### src/rtl/dcfd_pkg.sv
package dcfd_pkg;

    // Controller phases of one event
    typedef enum logic [1:0] {
        PH_IDLE = 2'd0,   // waiting for start
        PH_FILL = 2'd1,   // accepting window samples, tracking peak
        PH_SEEK = 2'd2,   // one adjacent pair tested per cycle
        PH_DIVW = 2'd3    // waiting for the fraction divider
    } phase_t;

endpackage

### src/rtl/dcfd_sample_buf.sv
// Window store: one register per sample slot, one write port, and two read
// ports that return a slot and its upper neighbour.
module dcfd_sample_buf #(
    parameter int WIN = 16,
    parameter int SW  = 8,
    localparam int IDXW = $clog2(WIN)
) (
    input  logic            clk,
    input  logic            rst_n,
    input  logic            wr_en,
    input  logic [IDXW-1:0] wr_idx,
    input  logic [SW-1:0]   wr_data,
    input  logic [IDXW-1:0] rd_idx,
    output logic [SW-1:0]   rd_lo,
    output logic [SW-1:0]   rd_hi
);
    logic [SW-1:0] slot_q [WIN];
    logic [SW-1:0] slot_d [WIN];

    for (genvar g = 0; g < WIN; g++) begin : g_slot
        always_comb begin
            slot_d[g] = slot_q[g];
            if (wr_en && (wr_idx == IDXW'(g))) begin
                slot_d[g] = wr_data;
            end
        end

        always_ff @(posedge clk) begin
            if (!rst_n) begin
                slot_q[g] <= '0;
            end else begin
                slot_q[g] <= slot_d[g];
            end
        end
    end

    logic [IDXW-1:0] rd_nxt;

    always_comb begin
        rd_nxt = rd_idx + IDXW'(1);
        rd_lo  = '0;
        rd_hi  = '0;
        for (int i = 0; i < WIN; i++) begin
            if (rd_idx == IDXW'(i)) rd_lo = slot_q[i];
            if (rd_nxt == IDXW'(i)) rd_hi = slot_q[i];
        end
    end

endmodule

### src/rtl/dcfd_thresh.sv
// Threshold = floor(peak * fraction / 2^FSW), purely combinational.
module dcfd_thresh #(
    parameter int SW  = 8,
    parameter int FSW = 4
) (
    input  logic [SW-1:0]  peak,
    input  logic [FSW-1:0] frac,
    output logic [SW-1:0]  thr
);
    logic [SW+FSW-1:0] prod;

    always_comb begin
        prod = {{FSW{1'b0}}, peak} * {{SW{1'b0}}, frac};
        thr  = prod[SW+FSW-1:FSW];
    end

endmodule

### src/rtl/dcfd_frac_div.sv
// Restoring divider producing QW fractional bits of num/den, num <= den.
// A quotient of exactly one saturates to all ones; a zero divisor gives 0.
// Always takes QW steps after go so latency does not depend on the operands.
module dcfd_frac_div #(
    parameter int SW = 8,
    parameter int QW = 5,
    localparam int CW = $clog2(QW + 1)
) (
    input  logic          clk,
    input  logic          rst_n,
    input  logic          go,
    input  logic [SW-1:0] num,
    input  logic [SW-1:0] den,
    output logic [QW-1:0] quo,
    output logic          quo_valid
);
    typedef struct packed {
        logic          run;
        logic [CW-1:0] step;
        logic [SW:0]   rem;
        logic [SW-1:0] dvs;
        logic [QW-1:0] acc;
        logic [QW-1:0] res;
        logic          vld;
    } div_t;

    div_t r_q, r_d;

    logic [SW:0] rem_sh;
    logic        fits;
    logic [QW-1:0] acc_nx;

    always_comb begin
        r_d     = r_q;
        r_d.vld = 1'b0;
        rem_sh  = {r_q.rem[SW-1:0], 1'b0};
        fits    = (rem_sh >= {1'b0, r_q.dvs});
        acc_nx  = {r_q.acc[QW-2:0], fits};

        if (go) begin
            r_d.run  = 1'b1;
            r_d.step = '0;
            r_d.rem  = {1'b0, num};
            r_d.dvs  = den;
            r_d.acc  = '0;
        end else if (r_q.run) begin
            r_d.acc = acc_nx;
            r_d.rem = fits ? (rem_sh - {1'b0, r_q.dvs}) : rem_sh;
            if (r_q.step == CW'(QW - 1)) begin
                r_d.run = 1'b0;
                r_d.vld = 1'b1;
                r_d.res = (r_q.dvs == '0) ? '0 : acc_nx;
            end else begin
                r_d.step = r_q.step + CW'(1);
            end
        end
    end

    always_ff @(posedge clk) begin
        if (!rst_n) begin
            r_q <= '0;
        end else begin
            r_q <= r_d;
        end
    end

    assign quo       = r_q.res;
    assign quo_valid = r_q.vld;

endmodule

### src/rtl/dcfd_ts_refine.sv
// Constant-fraction timestamp refiner: loads a window, finds the first pair
// of neighbours enclosing frac*peak, interpolates the crossing to 1/2^FRW.
module dcfd_ts_refine #(
    parameter int WIN = 16,
    parameter int SW  = 8,
    parameter int TSW = 24,
    parameter int FSW = 4,
    parameter int FRW = 5,
    localparam int IDXW = $clog2(WIN),
    localparam int OW   = TSW + FRW
) (
    input  logic            clk,
    input  logic            rst_n,
    input  logic            start,
    input  logic [TSW-1:0]  coarse_ts,
    input  logic [IDXW-1:0] trig_idx,
    input  logic [FSW-1:0]  frac_sel,
    input  logic            smp_valid,
    input  logic [SW-1:0]   smp_data,
    output logic            busy,
    output logic            done,
    output logic            invalid,
    output logic [OW-1:0]   fine_ts
);
    import dcfd_pkg::*;

    localparam logic [IDXW-1:0] LAST_SLOT = IDXW'(WIN - 1);
    localparam logic [IDXW-1:0] LAST_PAIR = IDXW'(WIN - 2);

    typedef struct packed {
        phase_t          ph;
        logic [IDXW-1:0] widx;
        logic [IDXW-1:0] k;
        logic [SW-1:0]   peak;
        logic [TSW-1:0]  coarse;
        logic [IDXW-1:0] trig;
        logic [FSW-1:0]  fsel;
        logic            done;
        logic            inv;
        logic [OW-1:0]   fine;
    } ctl_t;

    ctl_t c_q, c_d;

    logic          buf_we;
    logic [SW-1:0] s_lo, s_hi;
    logic [SW-1:0] thr;
    logic          pair_hit;
    logic          div_go;
    logic [SW-1:0] div_num, div_den;
    logic [FRW-1:0] div_q;
    logic          div_v;
    logic [TSW-1:0] shifted;

    dcfd_sample_buf #(.WIN(WIN), .SW(SW)) u_buf (
        .clk    (clk),
        .rst_n  (rst_n),
        .wr_en  (buf_we),
        .wr_idx (c_q.widx),
        .wr_data(smp_data),
        .rd_idx (c_q.k),
        .rd_lo  (s_lo),
        .rd_hi  (s_hi)
    );

    dcfd_thresh #(.SW(SW), .FSW(FSW)) u_thr (
        .peak(c_q.peak),
        .frac(c_q.fsel),
        .thr (thr)
    );

    dcfd_frac_div #(.SW(SW), .QW(FRW)) u_div (
        .clk      (clk),
        .rst_n    (rst_n),
        .go       (div_go),
        .num      (div_num),
        .den      (div_den),
        .quo      (div_q),
        .quo_valid(div_v)
    );

    always_comb begin
        c_d      = c_q;
        c_d.done = 1'b0;
        buf_we   = 1'b0;
        div_go   = 1'b0;

        pair_hit = (s_lo <= thr) && (s_hi >= thr);
        div_num  = thr - s_lo;
        div_den  = s_hi - s_lo;
        shifted  = c_q.coarse + TSW'(c_q.k) - TSW'(c_q.trig);

        unique case (c_q.ph)
            PH_IDLE: begin
                if (start) begin
                    c_d.ph     = PH_FILL;
                    c_d.widx   = '0;
                    c_d.peak   = '0;
                    c_d.coarse = coarse_ts;
                    c_d.trig   = trig_idx;
                    c_d.fsel   = frac_sel;
                end
            end
            PH_FILL: begin
                if (smp_valid) begin
                    buf_we = 1'b1;
                    if (smp_data > c_q.peak) c_d.peak = smp_data;
                    if (c_q.widx == LAST_SLOT) begin
                        c_d.ph = PH_SEEK;
                        c_d.k  = '0;
                    end else begin
                        c_d.widx = c_q.widx + IDXW'(1);
                    end
                end
            end
            PH_SEEK: begin
                if (pair_hit) begin
                    div_go = 1'b1;
                    c_d.ph = PH_DIVW;
                end else if (c_q.k == LAST_PAIR) begin
                    c_d.ph   = PH_IDLE;
                    c_d.done = 1'b1;
                    c_d.inv  = 1'b1;
                    c_d.fine = {c_q.coarse, {FRW{1'b0}}};
                end else begin
                    c_d.k = c_q.k + IDXW'(1);
                end
            end
            PH_DIVW: begin
                if (div_v) begin
                    c_d.ph   = PH_IDLE;
                    c_d.done = 1'b1;
                    c_d.inv  = 1'b0;
                    c_d.fine = {shifted, div_q};
                end
            end
            default: c_d.ph = PH_IDLE;
        endcase
    end

    always_ff @(posedge clk) begin
        if (!rst_n) begin
            c_q <= '0;
        end else begin
            c_q <= c_d;
        end
    end

    assign busy    = (c_q.ph != PH_IDLE);
    assign done    = c_q.done;
    assign invalid = c_q.inv;
    assign fine_ts = c_q.fine;

endmodule

### config.mk
export PLATFORM = sky130hd
export DESIGN_NAME = dcfd_ts_refine
export DESIGN_NICKNAME = d
export VERILOG_FILES = /design/src/rtl/dcfd_pkg.sv /design/src/rtl/dcfd_sample_buf.sv /design/src/rtl/dcfd_thresh.sv /design/src/rtl/dcfd_frac_div.sv /design/src/rtl/dcfd_ts_refine.sv
export SDC_FILE = /design/constraint.sdc
export NUM_CORES = 1
export LEC_CHECK = 0
export ABC_AREA = 1
export ABC_CLOCK_PERIOD_IN_PS = 8000
export BUFFER_PORTS_ARGS = -buffer_cell sky130_fd_sc_hd__buf_2
export CAP_MARGIN = 15
export CORE_MARGIN = 4
export CORE_UTILIZATION = 65
export DETAILED_ROUTE_END_ITERATION = 12
export HOLD_SLACK_MARGIN = 0.02
export PLACE_DENSITY_LB_ADDON = 0.08
export SLEW_MARGIN = 40
export SYNTH_ARGS = -nofsm -noshare
export SYNTH_HDL_FRONTEND = slang
export SYNTH_SLANG_ARGS = --single-unit
### constraint.sdc
create_clock -name clk -period 8 [get_ports clk]
set_input_delay 0.4 -clock clk [delete_from_list [all_inputs] [get_ports clk]]
set_output_delay 0.4 -clock clk [all_outputs]
set_load 0.01 [all_outputs]
==> summary.md <==
| Metric | Value |
|---|---|
| Gate power share | `49.4%` |
| Synth area leaders | `dfxtp_1 32%, nand2_1 11%, o21ai_0 8.0%` |
| GRT overflow | `0` |
| Period utilization | `71.93%` |
| Fin Setup TNS | `0 ns` |
| Root Buffer | `clkbuf_16` |
| PwrDens | `319.3 nW/µm²` |
| Post-synthesis adder-cell area fraction | `9.732%` |
| Placed cell count | `2572` |
| Synth cell count leaders | `453 x nand2_1, 316 x nor2_1, 292 x inv_1` |
| Post-CTS setup buffers | `0` |
| Post-Route Utilization | `71.49%` |
| Critical path fanouts, max | `31` |
| Post-route DRC | `0` |
| Slew @ Worst Pin | `0.7826 ns` |
| Synthesized Nets | `2436` |
| Final Hold Fails | `0` |
| CP arrival | `6.23 ns` |
| Worst skew pair latency | `0.54 ns` |
| Die height | `160.6 µm` |
| Switching fraction of total power | `43.34%` |
| Starting Density | `66.49%` |
| Synth Flop Type | `dfxtp_1` |
| H-tree depth | `1` |
| Max-Cap Viols | `0` |
| Fillers | `1956` |
| # rows | `55` |
| Clock share of power | `23.3%` |
| Hold endpoint | `c_q[62]$_SDFFE_PN0P_` |
| Post-Layout Cell Count | `2620` |
| I/O Pins | `76` |
| Delay-heaviest family, CP | `adder cells` |
| Post-synthesis simple-gate area fraction | `24.96%` |
| Net Switching | `0.002253 W` |
| Setup crit end kind | `register` |
| Worst EP required | `8.48 ns` |
| Mean post-synth cell area | `6.628 µm²` |
| Skew final | `0.01215 ns` |
| Cell-internal power | `0.002945 W` |
| Via density | `5.660` |
| WHS | `0.09685 ns` |
| Status | `completed` |
| Initial antenna violation count | `1` |
| Clock sink count | `239` |
| Detail Placement HPWL | `29730 µm` |
| Seq/Total Area, Yosys | `31.59%` |
| CTS tree | `done` |
| Drt pass-1 iters | `6` |
| Worst min-delay path class | `in2reg` |
| # resized after CTS | `0` |
| Max incr delay on CP | `0.51 ns` |
| Mapped Area | `15150 µm²` |
| ANT cells | `0` |
| Core Region | `22780 µm²` |
| Leakage | `7.628 nW` |
| Max VDD drop | `235.2 µV` |
| First-pass GRT wire length | `68030 µm` |
| Levels on crit path | `30` |
| Crit Reg-Reg Startpoint | `c_q[33]$_SDFFE_PN0P_` |
| Max-Slew Margin vs Limit | `47.64%` |
| Via count | `14830` |
| Die area | `25810 µm²` |
| Largest net degree at the start of global routing | `100` |
| Largest family of logic cells by synthesized area | `simple AND/OR/NAND/NOR gates` |
| Post-synth EDFFs | `0` |
| Drt wl/cell | `15.94 µm` |
| Vias in the first global route | `13690` |
| Port Buffer Count | `75` |
| FF+latch count, synth | `239` |
| Worst Hold Launch | `coarse_ts[23]` |
| RSZ-0062 raised after global routing | `no` |
| CTS clk-pin slew, worst paths | `0.06 ns` |
| Type of origin of the critical path | `register` |
| Setup Viol. Count Final | `0` |
| Sequential cell area | `4785 µm²` |
| Final nets | `2439` |
| Crit path buf inv count | `5` |
| Gr usage total | `31.45%` |
| Gate Count Post-Synth | `2285` |
| Layout overhead on the synthesized area | `7.509%` |
| Slew Viols, Final | `0` |
| Worst R2R End | `fine_ts[27]$_SDFFE_PN0P_` |
| Critical path class | `reg2reg` |
| Worst Reg2Reg Path Length in Cells | `30` |
| Tmin final | `5.755 ns` |
| Count leader, synth | `nand2_1` |
| YS warnings | `0` |
| Synth Area in Compound Gates | `20.40%` |
| Netlist cell types | `54` |
| FMAX | `0.1738 GHz` |
| R2R setup slack | `2.25 ns` |
| Area leader, netlist | `dfxtp_1` |
| Async SR Flop Fraction | `0%` |
| Total Wirelength | `41770 µm` |
| Crit-path slowest cell | `dfxtp_1` |
| Top-area cell type share of the netlist area | `31.59%` |
| Post-synthesis mux area share | `0%` |
| Initial DRC Count | `1577` |
| Post-CTS Hold Buffers | `0` |
| Crit path top cell by count | `nand2_1` |
| TritonCTS buffer count | `27` |
| Hold path depth | `3` |
| CTS max path bufs | `3` |
| RePlAce Congestion | `0.9540` |
| Sequential Power Share | `27.2%` |
| Die X | `160.6 µm` |
| XOR/XNOR Fraction of Synth Area | `1.677%` |
| Fraction of layout cells with a size suffix above 1 | `8.496%` |
| Multi-input logic area | `8605 µm²` |
| Number of routed nets with antenna violations | `0` |
[through the flow]
stage | worst slack [ns] | total power, W | area, µm²
floorplan | 3.251 | 0.003383 | 15150
global placement | 2.570 | 0.003874 | 15410
detailed placement | 2.324 | 0.003945 | 15410
CTS | 2.266 | 0.005165 | 16280
global route | 1.687 | 0.005620 | 16280
finish | 2.245 | 0.005199 | 16280
[sequential cells by signal, summed over array words and instances, names as in the netlist]
| register | cells |
|---|---|
| done | 1 |
| fine_ts | 29 |
| u_div.acc_nx | 4 |
| u_buf.slot_q | 128 |
| u_div.quo | 5 |
| u_div.r_q | 20 |
| u_div.quo_valid | 1 |
| c_q | 50 |
| invalid | 1 |
[power groups by stage]
stage          Clock (W)  Sequential [W]  Combinational, W
2_1_floorplan          0         0.00140           0.00198
3_3_place_gp           0         0.00143           0.00244
3_5_place_dp           0         0.00144           0.00251
4_1_cts          0.00122         0.00141           0.00253
5_1_grt          0.00128         0.00143           0.00291
6_report         0.00121         0.00142           0.00257
[routing by layer]
metal	GRT usage [%]	vias to the layer above	share of wire [%]
met5	0	-	0
met4	9.386	0	3.0
met3	4.157	105	8.6
met2	50.42	608	45
met1	44.50	6749	44
li1	-	7366	-
[cell usage in the layout (no fill, tap or decap), drive strengths merged, types with 2 or more instances in the layout]
cell	count
o221ai	6
o32ai	4
o22ai	16
nand4	13
nand3b	4
clkbuf	41
o21bai	5
nor3	3
buf	82
inv	315
o21a	4
o31ai	2
o211ai	26
a211oi	15
nor2	326
a221oi	2
o21ai	262
clkinv	10
a21o	6
xor2	21
a21oi	202
xnor2	8
a31oi	13
or2	25
fa	18
nand2	462
ha	89
dfxtp	239
nand3	81
[tightest hold or removal path: stages]
cell    delay, ns
buf_2        0.07
nor2_1       0.03
nor2_1       0.08
[cell families (layout without fill, tap and decap cells)]
kind of cell               count (synthesis)  after routing
buffers and inverters                    428            450
adders and majority gates                107            107
DFF                                      239            239
AOI/OAI and AO/OA                        566            566
and+or+nand+nor                          916            916
xor gates and xnor gates                  29             29
[area by class of cell]
type	count	share of cell area (%)
sequential	239	29.38
multi-input combinational	1618	52.84
clock buffer	41	4.902
clock inverter	7	0.4073
inverter	320	7.392
tap	313	2.405
timing repair buffer	82	2.666
[worst max-delay path by stage]
| stage | start | to | slack, ns |
|---|---|---|---|
| floorplan | c_q[33]$_SDFFE_PN0P_ | fine_ts[5]$_SDFFE_PN0P_ | 3.25 |
| CTS | c_q[33]$_SDFFE_PN0P_ | fine_ts[27]$_SDFFE_PN0P_ | 2.27 |
| global placement | c_q[33]$_SDFFE_PN0P_ | fine_ts[27]$_SDFFE_PN0P_ | 2.57 |
| finish | c_q[33]$_SDFFE_PN0P_ | fine_ts[27]$_SDFFE_PN0P_ | 2.25 |
| detailed placement | c_q[33]$_SDFFE_PN0P_ | fine_ts[23]$_SDFFE_PN0P_ | 2.32 |
| global route | c_q[33]$_SDFFE_PN0P_ | fine_ts[27]$_SDFFE_PN0P_ | 1.69 |
No activity file was read; power rests on OpenSTA's default activity.
